### src/rtl/burst_col_pkg.sv
package burst_col_pkg;
  localparam int LEN_W = 3;
  localparam logic [LEN_W-1:0] LEN_MAX_FIXED = 3'd3;
  localparam logic [LEN_W-1:0] LEN_PAGE      = 3'd7;

  typedef struct packed {
    logic page;
    logic xor_ord;
    logic bad;
  } mode_flags_t;
endpackage

### src/rtl/burst_mode_dec.sv
module burst_mode_dec
  import burst_col_pkg::*;
#(
  parameter int COL_W = 8
) (
  input  logic [LEN_W-1:0] len_i,
  input  logic             order_i,
  input  logic             single_wr_i,
  input  logic             write_i,
  input  logic             auto_pre_i,
  output logic [COL_W-1:0] mask_o,
  output mode_flags_t      flags_o
);
  logic one_beat_wr;
  logic reserved;
  logic page_code;

  assign one_beat_wr = single_wr_i && write_i;
  assign page_code   = (len_i == LEN_PAGE);
  assign reserved    = (len_i > LEN_MAX_FIXED) && !page_code;

  always_comb begin
    flags_o.bad     = reserved || (page_code && order_i) ||
                      (page_code && auto_pre_i && !one_beat_wr);
    flags_o.page    = page_code && !one_beat_wr;
    flags_o.xor_ord = order_i;
    if (one_beat_wr) begin
      mask_o = '0;
    end else if (page_code) begin
      mask_o = '1;
    end else begin
      mask_o = COL_W'((1 << len_i[1:0]) - 1);
    end
  end
endmodule

### src/rtl/burst_beat_ctr.sv
module burst_beat_ctr #(
  parameter int COL_W = 8
) (
  input  logic             clk_i,
  input  logic             rst_ni,
  input  logic             load_i,
  input  logic             abort_i,
  input  logic [COL_W-1:0] mask_i,
  input  logic             page_i,
  input  logic             stop_i,
  output logic             active_o,
  output logic [COL_W-1:0] beat_o,
  output logic [COL_W-1:0] mask_o,
  output logic             last_o,
  output logic             done_o
);
  logic             active_q;
  logic             page_q;
  logic             done_q;
  logic [COL_W-1:0] beat_q;
  logic [COL_W-1:0] mask_q;

  assign last_o   = active_q && !page_q && (beat_q == mask_q);
  assign active_o = active_q;
  assign beat_o   = beat_q;
  assign mask_o   = mask_q;
  assign done_o   = done_q;

  always_ff @(posedge clk_i or negedge rst_ni) begin
    if (!rst_ni) begin
      active_q <= 1'b0;
      page_q   <= 1'b0;
      done_q   <= 1'b0;
      beat_q   <= '0;
      mask_q   <= '0;
    end else begin
      done_q <= 1'b0;
      if (load_i) begin
        active_q <= 1'b1;
        beat_q   <= '0;
        mask_q   <= mask_i;
        page_q   <= page_i;
      end else if (abort_i) begin
        active_q <= 1'b0;
      end else if (active_q) begin
        if (stop_i || last_o) begin
          active_q <= 1'b0;
          done_q   <= 1'b1;
        end else begin
          beat_q <= beat_q + 1'b1;  // page bursts wrap naturally
        end
      end
    end
  end

  assert_stop_halts_R7: assert property (@(posedge clk_i) disable iff (!rst_ni)
    active_q && stop_i && !load_i && !abort_i |=> !active_q && done_q);

  assert_last_ends_R6: assert property (@(posedge clk_i) disable iff (!rst_ni)
    last_o && !load_i && !abort_i |=> !active_q && done_q);

  assert_done_idle_R11: assert property (@(posedge clk_i) disable iff (!rst_ni)
    done_q |-> !active_q);

  assert_page_runs_R5: assert property (@(posedge clk_i) disable iff (!rst_ni)
    active_q && page_q && !stop_i && !load_i && !abort_i |=> active_q);

  assert_restart_R12: assert property (@(posedge clk_i) disable iff (!rst_ni)
    load_i |=> active_q && (beat_q == '0));
endmodule

### src/rtl/burst_addr_map.sv
module burst_addr_map #(
  parameter int COL_W = 8
) (
  input  logic [COL_W-1:0] base_i,
  input  logic [COL_W-1:0] beat_i,
  input  logic [COL_W-1:0] mask_i,
  input  logic             xor_ord_i,
  output logic [COL_W-1:0] col_o
);
  logic [COL_W-1:0] low_lin;
  logic [COL_W-1:0] low_xor;

  assign low_lin = base_i + beat_i;
  assign low_xor = base_i ^ beat_i;

  // upper bits hold, low bits move inside the aligned block
  assign col_o = (base_i & ~mask_i) | ((xor_ord_i ? low_xor : low_lin) & mask_i);
endmodule

### src/rtl/burst_col_gen.sv
module burst_col_gen
  import burst_col_pkg::*;
#(
  parameter int COL_W = 8
) (
  input  logic             clk_i,
  input  logic             rst_ni,
  input  logic             start_i,
  input  logic [COL_W-1:0] start_col_i,
  input  logic [LEN_W-1:0] len_i,
  input  logic             order_i,
  input  logic             single_wr_i,
  input  logic             write_i,
  input  logic             auto_pre_i,
  input  logic             stop_i,
  output logic [COL_W-1:0] col_o,
  output logic             valid_o,
  output logic             last_o,
  output logic             done_o,
  output logic             illegal_o
);
  logic [COL_W-1:0] dec_mask;
  mode_flags_t      dec_flags;
  logic             load;
  logic             abort;
  logic [COL_W-1:0] base_q;
  logic             xor_q;
  logic             illegal_q;
  logic             active;
  logic [COL_W-1:0] beat;
  logic [COL_W-1:0] mask_q;
  logic [COL_W-1:0] col_raw;

  burst_mode_dec #(.COL_W(COL_W)) u_dec (
    .len_i       (len_i),
    .order_i     (order_i),
    .single_wr_i (single_wr_i),
    .write_i     (write_i),
    .auto_pre_i  (auto_pre_i),
    .mask_o      (dec_mask),
    .flags_o     (dec_flags)
  );

  assign load  = start_i && !dec_flags.bad;
  assign abort = start_i && dec_flags.bad;

  always_ff @(posedge clk_i or negedge rst_ni) begin
    if (!rst_ni) begin
      base_q    <= '0;
      xor_q     <= 1'b0;
      illegal_q <= 1'b0;
    end else begin
      illegal_q <= abort;
      if (load) begin
        base_q <= start_col_i;
        xor_q  <= dec_flags.xor_ord;
      end
    end
  end

  burst_beat_ctr #(.COL_W(COL_W)) u_ctr (
    .clk_i    (clk_i),
    .rst_ni   (rst_ni),
    .load_i   (load),
    .abort_i  (abort),
    .mask_i   (dec_mask),
    .page_i   (dec_flags.page),
    .stop_i   (stop_i),
    .active_o (active),
    .beat_o   (beat),
    .mask_o   (mask_q),
    .last_o   (last_o),
    .done_o   (done_o)
  );

  burst_addr_map #(.COL_W(COL_W)) u_map (
    .base_i    (base_q),
    .beat_i    (beat),
    .mask_i    (mask_q),
    .xor_ord_i (xor_q),
    .col_o     (col_raw)
  );

  assign col_o     = active ? col_raw : '0;
  assign valid_o   = active;
  assign illegal_o = illegal_q;

  assert_refuse_R9: assert property (@(posedge clk_i) disable iff (!rst_ni)
    start_i && dec_flags.bad |=> illegal_o && !valid_o);

  assert_lin_step_R3: assert property (@(posedge clk_i) disable iff (!rst_ni)
    valid_o && !last_o && !stop_i && !start_i && !xor_q
    |=> ((col_o - $past(col_o)) & mask_q) == COL_W'(1));

  assert_single_wr_R8: assert property (@(posedge clk_i) disable iff (!rst_ni)
    start_i && single_wr_i && write_i && !dec_flags.bad |=> valid_o && last_o);

  assert_idle_col_R1: assert property (@(posedge clk_i) disable iff (!rst_ni)
    !valid_o |-> (col_o == '0) && !last_o);
endmodule

### config.mk
export PLATFORM = sky130hd
export DESIGN_NAME = burst_col_gen
export DESIGN_NICKNAME = d
export VERILOG_FILES = /design/src/rtl/burst_col_pkg.sv /design/src/rtl/burst_mode_dec.sv /design/src/rtl/burst_beat_ctr.sv /design/src/rtl/burst_addr_map.sv /design/src/rtl/burst_col_gen.sv
export SDC_FILE = /design/constraint.sdc
export NUM_CORES = 1
export LEC_CHECK = 0
export ABC_AREA = 1
export ABC_CLOCK_PERIOD_IN_PS = 1840
export BUFFER_PORTS_ARGS = -buffer_cell sky130_fd_sc_hd__buf_2
export CORE_MARGIN = 5
export CORE_UTILIZATION = 35
export CTS_CLUSTER_DIAMETER = 30
export DETAILED_ROUTE_END_ITERATION = 6
export PLACE_DENSITY = 0.62
export SYNTH_ARGS = -nofsm -noshare
export SYNTH_HDL_FRONTEND = slang
export SYNTH_HIERARCHICAL = 1
export SYNTH_SLANG_ARGS = --single-unit
### constraint.sdc
create_clock -name clk_i -period 1.84 [get_ports clk_i]
set_input_delay 0.092 -clock clk_i [delete_from_list [all_inputs] [get_ports clk_i]]
set_output_delay 0.092 -clock clk_i [all_outputs]
set_load 0.01 [all_outputs]
==> run metrics <==
status complete, but fails checks; failing checks setup timing; clk_skew 0.00571 ns; worst reg2reg path endpoint u_ctr/beat_o[0]; Layout Nets 393; IO Pins 31; Worst Hold Class input pin to flip-flop; Clk Latency, worst-skew pair 0.28 ns; Max Fclk 0.491 GHz; Critical Path Start Type flip-flop; Yosys reg bits 29; Syn Inst Count 313; routed vias 2,065; drt drc 0; initial drt markers 61; Hold Vio Cnt, Final 0; CTS root buf clkbuf_8; Lkg Pwr 1.51 nW; Syn Std Cell Area 2110 sq um; sequential fraction of the synthesis area 34.4%; peak supply drop 335 uV; Area after DPL 2400 sq um; M3 GR Usage 2.45%; GRT overflow 0; RSZ-0062 raised after global routing true; CP Launch Point base_q[0]; commonest non-fill, non-tap cell in the layout nand2_1; core area 5890 sq um; setup slack after layout -0.197 ns; Die ar. 7680 sq um; layout cells sized above 1 21.9%; TritonCTS Sinks 29; Pwr Density 678 nW/um^2; Slew Viols, Final 0; first-pass GRT wire length 9140 um; Final period util 111%; area leader, netlist dfrtp_1; min Tclk post-route 2.04 ns; Worst R2R Setup Slack 0.18 ns; Antenna Nets Post-Route 0; Setup CP Type flip-flop to output pin; synthesis warning total 6; Starting Density 35.9%; Critical Path RT 1.75 ns; Max-slew headroom 55.5%; syn_nets 342; Max Cap Violations 0; num rows 28; measured slew at the worst slew-check pin 0.668 ns; Distinct cells, synth 29; Placement Setup Slack 0.0211 ns; reg2reg start u_ctr/beat_o[4]; gr busiest metal met2; IO Port Bufs 30; Antenna Cells 0; largest net degree at the start of global routing 30; DR vias/cell 4.69; worst setup path end col_o[4]; GP Congestion 0.850; CTS tree done; CTS Buf Count 5; main area contributors after synthesis dfrtp_1 (34%), nand2_1 (20%), inv_1 (9.4%), nand3_1 (7.1%), ha_1 (5.3%); initial antenna violation count 0; Critical Path Fanout Max 2; grt met2 use 26.1%; all-layer global routing usage 14.9%; routed len/inst 11.9 um; CTS Buffer Depth 2; final wirelength 5230 um; Fillers 639; Layout area overhead 24.5%; Avg Inst Size Synth 6.74 sq um; hpwl dp 4020 um; Initial DRT Pass Iterations 4; most frequent cells in the layout nand2_1 (110), inv_1 (52), buf_2 (30); met1 usage 17.8%; CTS H-tree depth 2; Final Setup Violations 7; endpoint type of the worst setup path output pin; die height 87.7 um; Finished Cell Area 2630 sq um; Data arrival, critical path 1.95 ns; top cell type's share of synthesized area 34.4%; R2R cell count 12; vias in the first global route 2,040; PnR Total Power 0.00178 W; Clk pin slew, worst setup/hold paths 0.06 ns; Die W 87.7 um
==> how the worst min path moves through the flow <==
stage	startpoint	endpoint	cells past startpoint
floorplan	rst_ni	base_q[0]	0
global placement	rst_ni	u_ctr/beat_o[6]	1
detailed placement	rst_ni	u_ctr/beat_o[3]	1
CTS	start_col_i[2]	base_q[2]	3
global route	start_col_i[1]	base_q[1]	3
finish	start_col_i[7]	base_q[7]	3
==> stage by stage <==
stage / hold WS (ns) / util (%) / TNS [ns] / instances
finish: 0.0464 / 44.6 / -0.686 / 440
global route: 0.0518 / 44.6 / -1.70 / 440
CTS: 0.0382 / 44.2 / -0.771 / 437
detailed placement: 0.176 / 40.8 / 0 / 423
global placement: 0.166 / 40.8 / 0 / 423
floorplan: -0.204 / - / 0 / 313
==> synthesized netlist by cell type <==
cell,count
xor2_1,4
clkbuf_1,1
xnor2_2,1
nand3b_2,1
fa_1,1
nor3_1,2
inv_1,53
nand2_2,1
buf_4,2
o21ai_2,1
nand3b_1,3
ha_1,9
o21ai_0,9
o21bai_1,1
nand3_1,30
nor2_2,4
nand3_2,1
nor2_1,16
dfrtp_1,29
nand2_1,110
buf_2,4
xnor2_1,3
nor2_4,1
nand4_1,10
buf_6,1
inv_2,3
mux2_2,1
a21oi_1,9
o211ai_1,2
==> power by group <==
part | internal [W] | switching [W]
registers | 0.000697 | 0.0000656
clock network | 0.000268 | 0.000235
logic | 0.000225 | 0.000290
==> routing by layer <==
layer  up-vias  routed length [um]
met4         0                 107
met2        51                2600
met1       929                2270
met5         -                   0
li1       1077                   -
met3         8                 248
==> flip-flops by register name, summed over array words and instances, names as in the netlist <==
name            flops
u_ctr/mask_o        8
u_ctr/page_q        1
illegal_o           1
u_ctr/active_o      1
u_ctr/done_o        1
xor_q               1
u_ctr/beat_o        8
base_q              8
==> worst max-delay path, stage by stage, from the launching register on <==
cell and delay (ns):
dfrtp_1 0.35, ha_2 0.18, inv_2 0.04, fa_2 0.35, o21ai_2 0.16, nand2_1 0.09
xor2_1 0.14, a21oi_1 0.14, nand2_1 0.07, inv_1 0.05, buf_2 0.12
==> layout make-up <==
class | count | area [sq um] | area share (%)
clock buffer | 8 | 80.1 | 3.05
sequential | 29 | 726 | 27.6
timing repair buffer | 52 | 318 | 12.1
multi-input combinational | 220 | 1200 | 45.7
inverter | 56 | 210 | 8.00
tap | 75 | 93.8 | 3.57
==> kinds of logic after synthesis <==
kind of cell | count (synthesis) | share of synthesized area, %
AO/OA/AOI/OAI | 22 | 5.75
XOR/XNOR | 8 | 3.68
adder cells (fa/ha/maj) | 10 | 6.28
buffers and inverters | 64 | 12.3
flip-flops | 29 | 34.4
multiplexers | 1 | 0.533
AND/OR/NAND/NOR | 179 | 37.0
==> repair_timing <==
action                                  4_1_cts  5_1_grt
endpoints found under the hold margin        29        0
pin swaps                                     4        5
cloned                                        0        0
hold buffers                                  1        0
resized for setup                             9        2
setup buffers                                 5        3
endpoints found under the setup margin        7        7
Power figures use the tool's default switching activity.
